### config.mk
export PLATFORM = sky130hd
export DESIGN_NAME = bscan_bus_reg
export DESIGN_NICKNAME = d
export VERILOG_FILES = /design/src/rtl/bsr_pkg.sv /design/src/rtl/bsr_cell_map.sv /design/src/rtl/bsr_shift_stage.sv /design/src/rtl/bsr_update_latch.sv /design/src/rtl/bsr_pin_mux.sv /design/src/rtl/bscan_bus_reg.sv
export SDC_FILE = /design/constraint.sdc
export NUM_CORES = 1
export LEC_CHECK = 0
export CAP_MARGIN = 30
export CELL_PAD_IN_SITES_DETAIL_PLACEMENT = 1
export CELL_PAD_IN_SITES_GLOBAL_PLACEMENT = 1
export CORE_MARGIN = 4
export CORE_UTILIZATION = 38
export DETAILED_ROUTE_END_ITERATION = 8
export PLACE_DENSITY_LB_ADDON = 0.1
export RECOVER_POWER = 25
export SLEW_MARGIN = 20
export SYNTH_ARGS = -nofsm -noshare
export SYNTH_HDL_FRONTEND = slang
export SYNTH_SLANG_ARGS = --single-unit
### constraint.sdc
create_clock -name clk_i -period 1.5 [get_ports clk_i]
set_clock_uncertainty 0.2 [all_clocks]
set_input_delay 0.3 -clock clk_i [delete_from_list [all_inputs] [get_ports clk_i]]
set_output_delay 0.3 -clock clk_i [all_outputs]
set_load 0.01 [all_outputs]
### src/rtl/bsr_pkg.sv
`timescale 1ns/1ps
package bsr_pkg;

  // Cell sections in chain order, starting at cell 0
  typedef enum int {
    SEC_A_OUT, SEC_D_OUT, SEC_S_OUT, SEC_RST_IN, SEC_SPARE,
    SEC_A_CTL, SEC_D_IN, SEC_D_CTL, SEC_S_PAIR, SEC_END
  } sec_e;

  function automatic int sec_size(sec_e s, int aw, int dw, int sn);
    case (s)
      SEC_A_OUT:  return aw;
      SEC_D_OUT:  return dw;
      SEC_S_OUT:  return sn;
      SEC_RST_IN: return 1;
      SEC_SPARE:  return aw;
      SEC_A_CTL:  return aw;
      SEC_D_IN:   return dw;
      SEC_D_CTL:  return dw;
      SEC_S_PAIR: return 2 * sn;
      default:    return 0;
    endcase
  endfunction

  function automatic int sec_base(sec_e s, int aw, int dw, int sn);
    int b;
    b = 0;
    for (int k = 0; k < int'(s); k++) b += sec_size(sec_e'(k), aw, dw, sn);
    return b;
  endfunction

endpackage

### src/rtl/bsr_cell_map.sv
`timescale 1ns/1ps
module bsr_cell_map #(
  parameter int AW    = 32,
  parameter int DW    = 32,
  parameter int SN    = 3,
  parameter int LEN   = 202,
  parameter int DRV_W = 2 * (AW + DW + SN)
) (
  input  logic [AW-1:0]    core_addr_i,
  input  logic [AW-1:0]    core_addr_en_i,
  input  logic [DW-1:0]    core_data_i,
  input  logic [DW-1:0]    core_data_en_i,
  input  logic [SN-1:0]    core_strb_i,
  input  logic [SN-1:0]    core_strb_en_i,
  input  logic [DW-1:0]    pin_data_i,
  input  logic             pin_rst_i,
  input  logic [LEN-1:0]   cell_i,
  output logic [LEN-1:0]   cap_o,
  output logic [DRV_W-1:0] drv_o
);
  import bsr_pkg::*;

  localparam int A_OUT  = sec_base(SEC_A_OUT,  AW, DW, SN);
  localparam int D_OUT  = sec_base(SEC_D_OUT,  AW, DW, SN);
  localparam int S_OUT  = sec_base(SEC_S_OUT,  AW, DW, SN);
  localparam int RST_IN = sec_base(SEC_RST_IN, AW, DW, SN);
  localparam int SPARE  = sec_base(SEC_SPARE,  AW, DW, SN);
  localparam int A_CTL  = sec_base(SEC_A_CTL,  AW, DW, SN);
  localparam int D_IN   = sec_base(SEC_D_IN,   AW, DW, SN);
  localparam int D_CTL  = sec_base(SEC_D_CTL,  AW, DW, SN);
  localparam int S_PAIR = sec_base(SEC_S_PAIR, AW, DW, SN);

  // Capture source per cell
  for (genvar i = 0; i < LEN; i++) begin : g_cap
    if (i < D_OUT) begin : g_aout
      assign cap_o[i] = core_addr_i[i-A_OUT];
    end else if (i < S_OUT) begin : g_dout
      assign cap_o[i] = core_data_i[i-D_OUT];
    end else if (i < RST_IN) begin : g_sout
      assign cap_o[i] = core_strb_i[i-S_OUT];
    end else if (i == RST_IN) begin : g_rst
      assign cap_o[i] = pin_rst_i;
    end else if (i < A_CTL) begin : g_spare
      assign cap_o[i] = 1'b0;
    end else if (i < D_IN) begin : g_actl
      assign cap_o[i] = core_addr_en_i[i-A_CTL];
    end else if (i < D_CTL) begin : g_din
      assign cap_o[i] = pin_data_i[i-D_IN];
    end else if (i < S_PAIR) begin : g_dctl
      assign cap_o[i] = core_data_en_i[i-D_CTL];
    end else if (((i - S_PAIR) % 2) == 0) begin : g_spair
      assign cap_o[i] = 1'b0;
    end else begin : g_sctl
      assign cap_o[i] = core_strb_en_i[(i-S_PAIR)/2];
    end
  end

  // Drive fields taken from the chain
  logic [SN-1:0] strb_en_cells;
  logic [SN-1:0] unused_pair_spare;
  for (genvar k = 0; k < SN; k++) begin : g_sfld
    assign strb_en_cells[k]     = cell_i[S_PAIR + 2*k + 1];
    assign unused_pair_spare[k] = cell_i[S_PAIR + 2*k];
  end

  assign drv_o = {strb_en_cells,
                  cell_i[S_OUT +: SN],
                  cell_i[D_CTL +: DW],
                  cell_i[D_OUT +: DW],
                  cell_i[A_CTL +: AW],
                  cell_i[A_OUT +: AW]};

  logic unused_cells;
  assign unused_cells = ^{cell_i[RST_IN], cell_i[SPARE +: AW], cell_i[D_IN +: DW],
                          unused_pair_spare};

endmodule

### src/rtl/bsr_shift_stage.sv
`timescale 1ns/1ps
module bsr_shift_stage #(
  parameter int LEN = 202
) (
  input  logic           clk_i,
  input  logic           rst_ni,
  input  logic           capture_i,
  input  logic           shift_i,
  input  logic           tdi_i,
  input  logic [LEN-1:0] cap_i,
  output logic [LEN-1:0] cell_o,
  output logic           tdo_o
);
  logic [LEN-1:0] cell_q;

  always_ff @(posedge clk_i or negedge rst_ni) begin
    if (!rst_ni)        cell_q <= '0;
    else if (capture_i) cell_q <= cap_i;
    else if (shift_i)   cell_q <= {tdi_i, cell_q[LEN-1:1]};
  end

  assign cell_o = cell_q;
  assign tdo_o  = cell_q[0];
endmodule

### src/rtl/bsr_update_latch.sv
`timescale 1ns/1ps
module bsr_update_latch #(
  parameter int W = 134
) (
  input  logic         clk_i,
  input  logic         rst_ni,
  input  logic         update_i,
  input  logic [W-1:0] d_i,
  output logic [W-1:0] q_o
);
  always_ff @(posedge clk_i or negedge rst_ni) begin
    if (!rst_ni)       q_o <= '0;
    else if (update_i) q_o <= d_i;
  end
endmodule

### src/rtl/bsr_pin_mux.sv
`timescale 1ns/1ps
module bsr_pin_mux #(
  parameter int AW    = 32,
  parameter int DW    = 32,
  parameter int SN    = 3,
  parameter int DRV_W = 2 * (AW + DW + SN)
) (
  input  logic             extest_i,
  input  logic [DRV_W-1:0] scan_drv_i,
  input  logic [AW-1:0]    core_addr_i,
  input  logic [AW-1:0]    core_addr_en_i,
  input  logic [DW-1:0]    core_data_i,
  input  logic [DW-1:0]    core_data_en_i,
  input  logic [SN-1:0]    core_strb_i,
  input  logic [SN-1:0]    core_strb_en_i,
  output logic [AW-1:0]    pin_addr_o,
  output logic [AW-1:0]    pin_addr_en_o,
  output logic [DW-1:0]    pin_data_o,
  output logic [DW-1:0]    pin_data_en_o,
  output logic [SN-1:0]    pin_strb_o,
  output logic [SN-1:0]    pin_strb_en_o
);
  logic [DRV_W-1:0] core_drv;
  logic [DRV_W-1:0] sel_drv;

  assign core_drv = {core_strb_en_i, core_strb_i, core_data_en_i, core_data_i,
                     core_addr_en_i, core_addr_i};
  assign sel_drv  = extest_i ? scan_drv_i : core_drv;

  assign {pin_strb_en_o, pin_strb_o, pin_data_en_o, pin_data_o,
          pin_addr_en_o, pin_addr_o} = sel_drv;
endmodule

### src/rtl/bscan_bus_reg.sv
`timescale 1ns/1ps
module bscan_bus_reg #(
  parameter int AW = 32,
  parameter int DW = 32,
  parameter int SN = 3
) (
  input  logic          clk_i,
  input  logic          rst_ni,
  input  logic          capture_i,
  input  logic          shift_i,
  input  logic          update_i,
  input  logic          extest_i,
  input  logic          tdi_i,
  output logic          tdo_o,
  input  logic [AW-1:0] core_addr_i,
  input  logic [AW-1:0] core_addr_en_i,
  input  logic [DW-1:0] core_data_i,
  input  logic [DW-1:0] core_data_en_i,
  input  logic [SN-1:0] core_strb_i,
  input  logic [SN-1:0] core_strb_en_i,
  input  logic [DW-1:0] pin_data_i,
  input  logic          pin_rst_i,
  output logic [AW-1:0] pin_addr_o,
  output logic [AW-1:0] pin_addr_en_o,
  output logic [DW-1:0] pin_data_o,
  output logic [DW-1:0] pin_data_en_o,
  output logic [SN-1:0] pin_strb_o,
  output logic [SN-1:0] pin_strb_en_o
);
  import bsr_pkg::*;

  localparam int LEN   = sec_base(SEC_END, AW, DW, SN);
  localparam int DRV_W = 2 * (AW + DW + SN);

  logic [LEN-1:0]   cap_v;
  logic [LEN-1:0]   cell_q;
  logic [DRV_W-1:0] drv_next;
  logic [DRV_W-1:0] drv_q;

  bsr_cell_map #(.AW(AW), .DW(DW), .SN(SN), .LEN(LEN), .DRV_W(DRV_W)) u_map (
    .core_addr_i    (core_addr_i),
    .core_addr_en_i (core_addr_en_i),
    .core_data_i    (core_data_i),
    .core_data_en_i (core_data_en_i),
    .core_strb_i    (core_strb_i),
    .core_strb_en_i (core_strb_en_i),
    .pin_data_i     (pin_data_i),
    .pin_rst_i      (pin_rst_i),
    .cell_i         (cell_q),
    .cap_o          (cap_v),
    .drv_o          (drv_next)
  );

  bsr_shift_stage #(.LEN(LEN)) u_shift (
    .clk_i     (clk_i),
    .rst_ni    (rst_ni),
    .capture_i (capture_i),
    .shift_i   (shift_i),
    .tdi_i     (tdi_i),
    .cap_i     (cap_v),
    .cell_o    (cell_q),
    .tdo_o     (tdo_o)
  );

  bsr_update_latch #(.W(DRV_W)) u_latch (
    .clk_i    (clk_i),
    .rst_ni   (rst_ni),
    .update_i (update_i),
    .d_i      (drv_next),
    .q_o      (drv_q)
  );

  bsr_pin_mux #(.AW(AW), .DW(DW), .SN(SN), .DRV_W(DRV_W)) u_mux (
    .extest_i       (extest_i),
    .scan_drv_i     (drv_q),
    .core_addr_i    (core_addr_i),
    .core_addr_en_i (core_addr_en_i),
    .core_data_i    (core_data_i),
    .core_data_en_i (core_data_en_i),
    .core_strb_i    (core_strb_i),
    .core_strb_en_i (core_strb_en_i),
    .pin_addr_o     (pin_addr_o),
    .pin_addr_en_o  (pin_addr_en_o),
    .pin_data_o     (pin_data_o),
    .pin_data_en_o  (pin_data_en_o),
    .pin_strb_o     (pin_strb_o),
    .pin_strb_en_o  (pin_strb_en_o)
  );
endmodule

==> summary.md, run 1 <==
| Metric | Value |
|---|---|
| Crit Reg-Reg Startpoint | `u_latch.q_o[122]` |
| Leakage | `11.83 nW` |
| Max Cap Viol | `0` |
| GRT Util Overall | `19.63%` |
| Cells after Synth | `1269` |
| Area after DPL | `0.02153 sq mm` |
| Port bufs | `308` |
| Chip width | `215.0 microns` |
| CP endpoint | `pin_addr_en_o[3]` |
| Fin crit period | `1874 ps` |
| Finished Cell Area | `0.02403 sq mm` |
| Routed wire per std cell | `19.17 microns` |
| Period utilization | `125.0%` |
| Clock root cell | `clkbuf_16` |
| Max Slew Vio Count | `0` |
| Worst vdd ir | `0.6994 mV` |
| Core area | `0.04213 sq mm` |
| Max-slew headroom | `31.41%` |
| Final wirelength | `46460 microns` |
| Clk_lat worst skew | `550 ps` |
| Cell taking the most area after synthesis | `dfrtp_1` |
| Largest net degree at the start of global routing | `62` |
| Drt pass-1 iters | `4` |
| Vias per cell | `4.884` |
| Post-synth top area share | `51.65%` |
| Synth top area cells | `dfrtp_1, mux2i_1, mux2_4` |
| Synthesized area | `0.01628 sq mm` |
| Reg2Reg Capture Point | `u_latch.q_o[122]` |
| Slew of the pin with the lowest slew margin | `1029 ps` |
| # setup viols final | `185` |
| Share of cells above drive strength 1 | `42.40%` |
| Crit-path max FO | `2` |
| Initial antenna violation count | `4` |
| Setup crit end kind | `primary output` |
| Violated checks | `setup timing` |
| Power Density | `1104 mW/mm^2` |
| Worst Hold Slack | `100.3 ps` |
| DR vias | `11830` |
| Initial Utilization | `38.64%` |
| Synth warn | `0` |
| Total CTS buffers | `40` |
| H-tree depth | `2` |
| Iteration-0 DRC Markers | `569` |
| Critical Path AT | `1370 ps` |
| Core Util, Final | `57.03%` |
| Worst r2r path cells | `4` |
| Die Y | `215.0 microns` |
| Clock Sinks | `336` |
| First-pass GRT wire length | `73960 microns` |
| CTS tree | `built` |
| Die area | `0.04622 sq mm` |
| Final HPWL DP | `31380 microns` |
| Cell Rows | `75` |
| Crit Path Class | `reg2out` |
| Worst Hold Class | `in2reg` |
| I/O pins | `309` |
| CP startpoint kind | `register` |
| Sequential fraction of the synthesis area | `51.65%` |
| DRC viols | `0` |
| Clock Pin Slew Worst Setup and Hold Paths | `60 ps` |
| CP Launch Point | `u_latch.q_o[35]` |
| Gpl congestion | `0.7573` |
| Layout area overhead | `47.61%` |
| Final Hold Viols | `0` |
| Nets | `2028` |
| DRT antenna net count | `0` |
| Status | `finished, violations left` |
| Mean Syn Cell Area | `12.83 sq um` |
| FF-to-FF setup slack | `150 ps` |
| Post-Syn Nets | `1443` |
| Fmax | `0.5335 GHz` |
| CP required | `1000 ps` |
| Library cells used by synthesis | `14` |
| Final WS setup | `-374.3 ps` |
| Vias in the first global route | `12970` |
| RSZ-0062 raised after global routing | `true` |
| Flops & latches, synth | `336` |
| Grt ovf | `0` |
| Filler instances | `4294` |
| Max clock buf depth | `3` |
per-stage QoR:
step	setup WS [ps]	total power, mW	setup TNS [ps]	std cells
floorplan	-2.943	13.46	-176.6	1269
global placement	-607.0	16.29	-72440	2264
detailed placement	-614.4	16.43	-74020	2264
CTS	-416.9	26.68	-48980	2382
global route	-428.2	27.88	-78760	2422
finish	-374.3	26.52	-46490	2423
layout by cell type (no fill, tap or decap), drive strengths merged:
cell           synthesis  routed
clkinvlp               0       3
clkinv                 0       9
buf                   70     461
nand2                167     167
dlymetal6s4s           0       1
bufinv                 0       1
o21ai                167     167
clkbuf                24      58
nor2                  35      35
dfrtp                336     336
diode                  0       2
clkdlybuf4s50          0     168
inv                    0       3
mux2i                202     202
mux2                 268     268
dlygate4sd3            0       3
synthesized netlist by cell type:
master      n
mux2_2    148
clkbuf_1   24
nor2_1     35
buf_2      30
o21ai_0    22
mux2i_1   202
mux2_4    120
buf_12     11
nand2_1   167
dfrtp_1   336
buf_8       6
buf_4       6
o21ai_1   145
buf_6      17
metal layers:
layer | share of wire, % | global-route usage [%] | wire, microns | vias up
met2 | 47 | 31.28 | 21840 | 235
met5 | 0.12 | 0 | 54 | -
met4 | 1.5 | 4.209 | 679 | 6
met1 | 47 | 27.85 | 21660 | 5928
li1 | - | - | - | 5611
met3 | 4.8 | 4.153 | 2228 | 54
critical path: stages (launching register included):
cell	delay, ps
dfrtp_1	420
mux2_4	280
buf_6	120
power breakdown:
group	leakage, nW	switching [mW]	internal (mW)
registers	4.15	0.773	10.1
logic	7.05	2.27	3.97
clock network	0.626	3.89	5.54
state kept, by name (all words and copies together) (netlist names):
register        cells
u_latch.q_o       134
u_shift.cell_o    202
worst min-delay path by stage:
stage                          end  slack, ps          start  depth (start not counted)
2_1_floorplan       u_latch.q_o[0]       -200         rst_ni                          0
3_3_place_gp      u_latch.q_o[116]          3         rst_ni                          1
3_5_place_dp      u_latch.q_o[116]          3         rst_ni                          1
4_1_cts           u_latch.q_o[116]         20         rst_ni                          2
5_1_grt        u_shift.cell_o[139]         70  pin_data_i[7]                          3
6_report        u_shift.cell_o[67]        100      pin_rst_i                          3
cell families (layout without fill, tap and decap cells):
kind of cell,count (synthesis),in the layout,synth area share (%)
multiplexers,470,470,33.73
flip-flops,336,336,51.65
AND/OR/NAND/NOR,202,202,4.658
AO/OA/AOI/OAI,167,167,5.134
buffers and inverters,94,707,4.834
other,0,2,0
repair_timing:
item,4_1_cts,5_1_grt
setup endpoints to repair,135,237
hold buffers,4,0
setup buffers,44,35
resized for setup,754,6
gates cloned,0,4
endpoints found under the hold margin,348,0
layout make-up:
type / instances / area (sq um) / share of cell area (%)
multi-input cells: 839 / 7366 / 30.65
diodes: 2 / 5.005 / 0.02083
clock buffers: 54 / 1145 / 4.764
repair buffers: 637 / 6304 / 26.23
clock inverters: 16 / 127.6 / 0.5311
well taps: 539 / 674.4 / 2.807
flip-flops and latches: 336 / 8408 / 34.99
(Power assumes the default switching activity.)
==> inputs of run 2 (changes only) <==
--- a/config.mk
+++ b/config.mk
@@ -10,6 +10,7 @@
 export CELL_PAD_IN_SITES_GLOBAL_PLACEMENT = 1
 export CORE_MARGIN = 4
 export CORE_UTILIZATION = 38
+export CTS_CLUSTER_DIAMETER = 200
 export DETAILED_ROUTE_END_ITERATION = 8
 export PLACE_DENSITY_LB_ADDON = 0.1
 export RECOVER_POWER = 25
==> results of run 2 <==
No change in the layout: final DEF, timing and power equal those of run 1.
